`config.mk`:
```
export PLATFORM = sky130hd
export DESIGN_NAME = vmem_dma_engine
export DESIGN_NICKNAME = d
export VERILOG_FILES = /design/src/rtl/vdma_pkg.sv /design/src/rtl/vdma_seq.sv /design/src/rtl/vdma_ptr.sv /design/src/rtl/vdma_port.sv /design/src/rtl/vmem_dma_engine.sv
export SDC_FILE = /design/constraint.sdc
export NUM_CORES = 1
export LEC_CHECK = 0
export BUFFER_PORTS_ARGS = -buffer_cell sky130_fd_sc_hd__buf_4
export CELL_PAD_IN_SITES_DETAIL_PLACEMENT = 1
export CELL_PAD_IN_SITES_GLOBAL_PLACEMENT = 1
export CORE_UTILIZATION = 29
export DETAILED_ROUTE_END_ITERATION = 7
export PLACE_DENSITY = 0.73
export SYNTH_ARGS = -nofsm -noshare
export SYNTH_HDL_FRONTEND = slang
export SYNTH_SLANG_ARGS = --single-unit
```
`constraint.sdc`:
```
create_clock -name clk -period 2.1 [get_ports clk]
set_input_delay 0.105 -clock clk [delete_from_list [all_inputs] [get_ports clk]]
set_output_delay 0.105 -clock clk [all_outputs]
set_load 0.05 [all_outputs]
```
`src/rtl/vdma_pkg.sv`:
```
package vdma_pkg;

    typedef enum logic [1:0] {
        K_BUS  = 2'd0,
        K_FILL = 2'd1,
        K_COPY = 2'd2
    } xfer_kind_e;

    typedef enum logic [1:0] {
        T_VRAM  = 2'd0,
        T_CRAM  = 2'd1,
        T_VSRAM = 2'd2,
        T_NONE  = 2'd3
    } tgt_e;

    typedef enum logic [1:0] {
        S_IDLE = 2'd0,
        S_RUN  = 2'd1,
        S_WB   = 2'd2
    } phase_e;

    localparam logic [1:0] MODE_FILL = 2'd2;
    localparam logic [1:0] MODE_COPY = 2'd3;

    typedef struct packed {
        xfer_kind_e kind;
        tgt_e       tgt;
        logic [7:0] fill;
    } job_t;

    function automatic xfer_kind_e kind_from_mode(input logic [1:0] m);
        if (m == MODE_COPY) return K_COPY;
        if (m == MODE_FILL) return K_FILL;
        return K_BUS;
    endfunction

    function automatic logic [15:0] swap_bytes(input logic [15:0] w);
        return {w[7:0], w[15:8]};
    endfunction

endpackage

```
`src/rtl/vdma_seq.sv`:
```
module vdma_seq
    import vdma_pkg::*;
#(
    parameter int LEN_W = 16
) (
    input  logic             clk,
    input  logic             rst,
    input  logic             start,
    input  logic [LEN_W-1:0] len,
    output logic             idle,
    output logic             run,
    output logic             wb
);
    localparam int CNT_W = LEN_W + 1;

    phase_e           phase;
    logic [CNT_W-1:0] left;

    always_ff @(posedge clk) begin
        if (rst) begin
            phase <= S_IDLE;
            left  <= '0;
        end else begin
            case (phase)
                S_IDLE: if (start) begin
                    phase <= S_RUN;
                    left  <= (len == '0) ? (CNT_W'(1) << LEN_W) : {1'b0, len};
                end
                S_RUN: begin
                    left <= left - 1'b1;
                    if (left == CNT_W'(1)) phase <= S_WB;
                end
                default: phase <= S_IDLE;
            endcase
        end
    end

    assign idle = (phase == S_IDLE);
    assign run  = (phase == S_RUN);
    assign wb   = (phase == S_WB);

    assert_start_runs_R2: assert property (@(posedge clk) disable iff (rst)
        (idle && start) |=> run);
    assert_count_live_R2: assert property (@(posedge clk) disable iff (rst)
        run |-> (left != '0));
    assert_wb_single_R8: assert property (@(posedge clk) disable iff (rst)
        wb |=> idle);

endmodule

```
`src/rtl/vdma_ptr.sv`:
```
module vdma_ptr #(
    parameter int ADDR_W = 16,
    parameter int INC_W  = 8
) (
    input  logic              clk,
    input  logic              rst,
    input  logic              load,
    input  logic              step,
    input  logic [ADDR_W-1:0] dst_init,
    input  logic [ADDR_W-1:0] src_init,
    input  logic [INC_W-1:0]  inc,
    output logic [ADDR_W-1:0] dst,
    output logic [ADDR_W-1:0] src
);
    logic [INC_W-1:0] inc_q;

    always_ff @(posedge clk) begin
        if (rst) begin
            dst   <= '0;
            src   <= '0;
            inc_q <= '0;
        end else if (load) begin
            dst   <= dst_init;
            src   <= src_init;
            inc_q <= inc;
        end else if (step) begin
            dst <= dst + ADDR_W'(inc_q);
            src <= src + ADDR_W'(1);
        end
    end

    assert_dst_step_R7: assert property (@(posedge clk) disable iff (rst)
        (step && !load) |=> (dst == $past(dst) + ADDR_W'($past(inc_q))));
    assert_src_step_R6: assert property (@(posedge clk) disable iff (rst)
        (step && !load) |=> (src == $past(src) + ADDR_W'(1)));

endmodule

```
`src/rtl/vdma_port.sv`:
```
module vdma_port
    import vdma_pkg::*;
#(
    parameter int ADDR_W   = 16,
    parameter int SRC_HI_W = 6,
    parameter int PAL_W    = 6
) (
    input  logic                       run,
    input  job_t                       job,
    input  logic [ADDR_W-1:0]          dst,
    input  logic [ADDR_W-1:0]          src,
    input  logic [SRC_HI_W-1:0]        src_hi,
    input  logic [15:0]                ext_rdata,
    input  logic [7:0]                 br_data,
    output logic [SRC_HI_W+ADDR_W:0]   ext_addr,
    output logic                       ww_en,
    output logic [1:0]                 ww_tgt,
    output logic [ADDR_W-2:0]          ww_idx,
    output logic [15:0]                ww_data,
    output logic                       bw_en,
    output logic [ADDR_W-1:0]          bw_addr,
    output logic [7:0]                 bw_data,
    output logic [ADDR_W-1:0]          br_addr
);
    logic to_vram;

    always_comb begin
        to_vram  = (job.tgt == T_VRAM);
        ext_addr = {src_hi, src, 1'b0};
        br_addr  = src;
        ww_en    = run && (job.kind == K_BUS) && (job.tgt != T_NONE);
        ww_tgt   = job.tgt;
        ww_idx   = to_vram ? dst[ADDR_W-1:1] : (ADDR_W-1)'(dst[PAL_W:1]);
        ww_data  = (to_vram && dst[0]) ? swap_bytes(ext_rdata) : ext_rdata;
        bw_en    = run && ((job.kind == K_COPY) || (job.kind == K_FILL && to_vram));
        bw_addr  = dst;
        bw_data  = (job.kind == K_COPY) ? br_data : job.fill;
    end

endmodule

```
`src/rtl/vmem_dma_engine.sv`:
```
module vmem_dma_engine
    import vdma_pkg::*;
#(
    parameter int ADDR_W   = 16,
    parameter int LEN_W    = 16,
    parameter int SRC_HI_W = 6,
    parameter int INC_W    = 8,
    parameter int PAL_W    = 6,
    localparam int SRC_W   = SRC_HI_W + ADDR_W,
    localparam int EXT_W   = SRC_W + 1
) (
    input  logic              clk,
    input  logic              rst,
    input  logic              dma_en,
    input  logic              cmd_req,
    input  logic              cmd_dma_bit,
    input  logic [1:0]        mode_reg,
    input  logic [LEN_W-1:0]  len_reg,
    input  logic [SRC_W-1:0]  src_reg,
    input  logic [INC_W-1:0]  inc_reg,
    input  logic [1:0]        tgt_sel,
    input  logic [ADDR_W-1:0] addr_in,
    input  logic              dp_wr,
    input  logic [15:0]       dp_data,
    output logic [EXT_W-1:0]  ext_addr,
    input  logic [15:0]       ext_rdata,
    output logic              ww_en,
    output logic [1:0]        ww_tgt,
    output logic [ADDR_W-2:0] ww_idx,
    output logic [15:0]       ww_data,
    output logic              bw_en,
    output logic [ADDR_W-1:0] bw_addr,
    output logic [7:0]        bw_data,
    output logic [ADDR_W-1:0] br_addr,
    input  logic [7:0]        br_data,
    output logic              wb_en,
    output logic [ADDR_W-1:0] wb_addr,
    output logic [ADDR_W-1:0] wb_src,
    output logic              active,
    output logic              busy_stat
);
    logic                idle, run, wb;
    logic                cmd_ok, fill_ok, start;
    job_t                job_q;
    logic [SRC_HI_W-1:0] src_hi_q;
    logic [ADDR_W-1:0]   dst, src;

    assign cmd_ok  = cmd_req && dma_en && (mode_reg != MODE_FILL);
    assign fill_ok = dp_wr && cmd_dma_bit && dma_en && (mode_reg == MODE_FILL);
    assign start   = idle && (cmd_ok || fill_ok);

    always_ff @(posedge clk) begin
        if (rst) begin
            job_q    <= '{kind: K_BUS, tgt: T_NONE, fill: 8'h00};
            src_hi_q <= '0;
        end else if (start) begin
            job_q.kind <= cmd_ok ? kind_from_mode(mode_reg) : K_FILL;
            job_q.tgt  <= tgt_e'(tgt_sel);
            job_q.fill <= dp_data[15:8];
            src_hi_q   <= src_reg[SRC_W-1:ADDR_W];
        end
    end

    vdma_seq #(.LEN_W(LEN_W)) u_seq (
        .clk(clk), .rst(rst), .start(start), .len(len_reg),
        .idle(idle), .run(run), .wb(wb)
    );

    vdma_ptr #(.ADDR_W(ADDR_W), .INC_W(INC_W)) u_ptr (
        .clk(clk), .rst(rst), .load(start), .step(run),
        .dst_init(addr_in), .src_init(src_reg[ADDR_W-1:0]), .inc(inc_reg),
        .dst(dst), .src(src)
    );

    vdma_port #(.ADDR_W(ADDR_W), .SRC_HI_W(SRC_HI_W), .PAL_W(PAL_W)) u_port (
        .run(run), .job(job_q), .dst(dst), .src(src), .src_hi(src_hi_q),
        .ext_rdata(ext_rdata), .br_data(br_data), .ext_addr(ext_addr),
        .ww_en(ww_en), .ww_tgt(ww_tgt), .ww_idx(ww_idx), .ww_data(ww_data),
        .bw_en(bw_en), .bw_addr(bw_addr), .bw_data(bw_data), .br_addr(br_addr)
    );

    assign wb_en     = wb;
    assign wb_addr   = dst;
    assign wb_src    = src;
    assign active    = run;
    assign busy_stat = run && (job_q.kind != K_BUS);

    assert_gate_R1: assert property (@(posedge clk) disable iff (rst)
        (idle && !dma_en) |=> !active);
    assert_fill_needs_bit_R5: assert property (@(posedge clk) disable iff (rst)
        (idle && !cmd_req && !(dp_wr && cmd_dma_bit)) |=> !active);
    assert_one_port_R4: assert property (@(posedge clk) disable iff (rst)
        !(ww_en && bw_en));
    assert_wb_follows_run_R8: assert property (@(posedge clk) disable iff (rst)
        wb_en |-> $past(active));
    assert_bus_not_busy_R9: assert property (@(posedge clk) disable iff (rst)
        ww_en |-> !busy_stat);

endmodule

```
==> results_dict.tcl <==
set metrics [dict create \
    status "finished, violations left" \
    violations "negative setup slack" \
    core.rowCount 46 \
    crit_path_end "u_seq.left[11]" \
    drive_gt1_frac 0.443 \
    arrival_ns 2.37 \
    drc_errors 0 \
    synth_edf_count 0 \
    reg2reg_to "u_seq.left[11]" \
    fin_area_sq_mm 0.00707 \
    syn_area_per_cell_sq_um 8.10 \
    initial_core_util 0.300 \
    rrSetupSlack_ns -0.05 \
    clkTransAtPathRegs_ns 0.06 \
    async_reset_ff_frac 0 \
    reg2regPathDepth 5 \
    overflow 0 \
    slowest_delay_ns 0.54 \
    synth-seq-area-share 0.320 \
    initialDrtViolationCount 170 \
    dp_hpwl_um 13900 \
    p_leak_nw 3.13 \
    io_buffer_count 235 \
    die-area_sq_mm 0.0171 \
    area_growth_pct 46.9 \
    routedWlPerCell_um 17.9 \
    dieWidth_um 131 \
    finalPower_mw 5.28 \
    antenna_found_initial 0 \
    cts_buffers 9 \
    place_area_sq_mm 0.00660 \
    slew_violations 0 \
    layout_commonest_cell "buf_4" \
    critPathRequiredTime_ns 2.32 \
    synthesis.area_sq_mm 0.00481 \
    slew_headroom 0.624 \
    io_pins 245 \
    diodes 0 \
    busiest_layer "met2" \
    ys_types 62 \
    max-cap-violations 0 \
    place_ws_ns -0.0787 \
    ys.flop_type "dfxtp_1" \
    clock_sinks 77 \
    cp_max_fo 3 \
    synth_nets 718 \
    grt_pass1_wl_um 27000 \
    tightest_slew_ns 0.563 \
    end_kind "flip-flop" \
    place_congestion 0.886 \
    max_clock_freq_mhz 464 \
    largest_register_ffs 17 \
    timing.final.ws_setup_ns -0.0543 \
    final.setup_skew_ns 0.00393 \
    power_density_mw_per_mm2 747 \
    period_minus_slack_ns 2.15 \
    via_count 5210 \
    grtUsageMet1 0.241 \
    yosys_warnings 0 \
    clk_latency_ns 0.34 \
    crit_path_start_kind "flip-flop" \
    root_buffer "clkbuf_16" \
    criticalPathCategory "flip-flop to flip-flop" \
    crit_path_start "u_seq.left[5]" \
    setup_viol_count_final 1 \
    grt_max_degree 45 \
    hold_viol_final 0 \
    drtAntennaViolNets 0 \
    tritoncts "yes" \
    final_nets 919 \
    r2r_start "u_seq.left[5]" \
    first_global_vias 5202 \
    rsz0062_at_grt "true" \
    grt.total_usage 0.206 \
    wl_um 18200 \
    layout_common_cells "279 x buf_4, 67 x nand2_1, 67 x dfxtp_1" \
    met3_usage 0.0493 \
    fin_tns_setup_ns -0.0543 \
    dr.pass1.iters 4 \
    cts_buffer_depth 2 \
    grtUsageMet2 0.368 \
    fp.dieH_um 131 \
    ys_ff_latch 77 \
    core_area_sq_mm 0.0161 \
    cts.htree.levels 3 \
    post-route-period-util 1.03 \
    cp_cell_sequence "or4_4 -> or3_4 -> or4_4 -> o311ai_4 -> a21oi_2" \
    crit_slowest_cell "or4_4" \
    crit_top_cell "or4_4" \
    via_per_inst 5.13 \
    min_path_type "input pin to flip-flop" \
    ir_worst_vdd_v 0.000383 \
    synthCells 594 \
]
## worst max-delay path, delay by kind of cell, from the launching register on
family	cells	cell delay (ns)
AND/OR/NAND/NOR	3	1.38
flip-flops	1	0.31
AO/OA/AOI/OAI	2	0.33
## synthesized netlist by cell type, types with 3 or more instances
master | count | area share
or4_1 | 3 | 0.0047
nand3_1 | 22 | 0.023
dfxtp_1 | 77 | 0.32
o211ai_1 | 6 | 0.0094
xor2_1 | 12 | 0.022
mux2_2 | 24 | 0.056
a21o_1 | 6 | 0.0094
nor3b_1 | 3 | 0.0047
nor2b_1 | 5 | 0.0065
a2111oi_0 | 4 | 0.0073
nand4_1 | 11 | 0.014
buf_4 | 58 | 0.091
a22oi_1 | 9 | 0.014
a221oi_1 | 3 | 0.0055
o21ai_0 | 11 | 0.011
clkbuf_8 | 3 | 0.0086
inv_1 | 11 | 0.0086
and3_1 | 7 | 0.0091
nor3_1 | 11 | 0.011
a211oi_1 | 16 | 0.025
nor2_1 | 42 | 0.033
a21oi_1 | 56 | 0.058
or3_1 | 6 | 0.0078
a31oi_1 | 7 | 0.0091
o21bai_1 | 3 | 0.0047
clkbuf_1 | 27 | 0.021
and2_1 | 13 | 0.017
ha_1 | 11 | 0.029
o221ai_1 | 3 | 0.0055
nor4_1 | 10 | 0.013
a311oi_1 | 4 | 0.0073
nand2_1 | 67 | 0.052
xnor2_1 | 3 | 0.0055
## logic make-up after synthesis
| family | share of synthesized area |
|---|---|
| fa+ha+maj | 0.0328 |
| buf+inv | 0.136 |
| compound gates | 0.201 |
| simple gates | 0.223 |
| flops | 0.320 |
| mux | 0.0583 |
| xor+xnor | 0.0273 |
| other cells | 0.000780 |
## layout make-up
cell class / instances / area (sq um)
inverters: 11 / 41.3
flip-flops and latches: 77 / 1560
multi-input cells: 413 / 2740
well taps: 216 / 270
clock buffers: 9 / 225
repair buffers: 283 / 2140
fillers: 1942 / 8990
clock inverters: 7 / 90.1
## worst min path at each step
stage                 from           to  slack (ns)  depth (start not counted)
2_1_floorplan   tgt_sel[0]     job_q[8]        0.23                          2
3_3_place_gp    tgt_sel[0]     job_q[8]        0.34                          3
3_5_place_dp    tgt_sel[0]     job_q[8]        0.34                          3
4_1_cts        src_reg[18]  src_hi_q[2]       0.001                          3
5_1_grt        src_reg[18]  src_hi_q[2]       0.008                          3
6_report       src_reg[18]  src_hi_q[2]        0.01                          3
## power breakdown
group,internal (mW),switching (mW),total (mW)
combinational,0.701,1.18,1.88
clock,1.03,0.646,1.68
sequential,1.58,0.140,1.72
## metrics by stage
| stage | cells | utilization | hold slack, ns |
|---|---|---|---|
| 2_1_floorplan | 594 | - | 0.229 |
| 3_3_place_gp | 995 | 0.411 | 0.339 |
| 3_5_place_dp | 995 | 0.411 | 0.340 |
| 4_1_cts | 1014 | 0.434 | 0.00117 |
| 5_1_grt | 1016 | 0.440 | 0.00764 |
| 6_report | 1016 | 0.440 | 0.0115 |
## metal layers
metal | part of all wire | wire, um | up-vias
met4 | 0.019 | 341 | 0
li1 | - | - | 2493
met1 | 0.42 | 7690 | 2501
met2 | 0.50 | 9000 | 189
met5 | 0 | 0 | -
met3 | 0.062 | 1120 | 27
## repair_timing
| item | in CTS | in global routing |
|---|---|---|
| resized for setup | 3 | 19 |
| setup buffers | 0 | 3 |
| pin swaps | 2 | 11 |
| hold buffers | 3 | 0 |
| endpoints found under the setup margin | 4 | 13 |
| endpoints found under the hold margin | 3 | 0 |
Note: power is estimated with default switching activity, not from simulation.
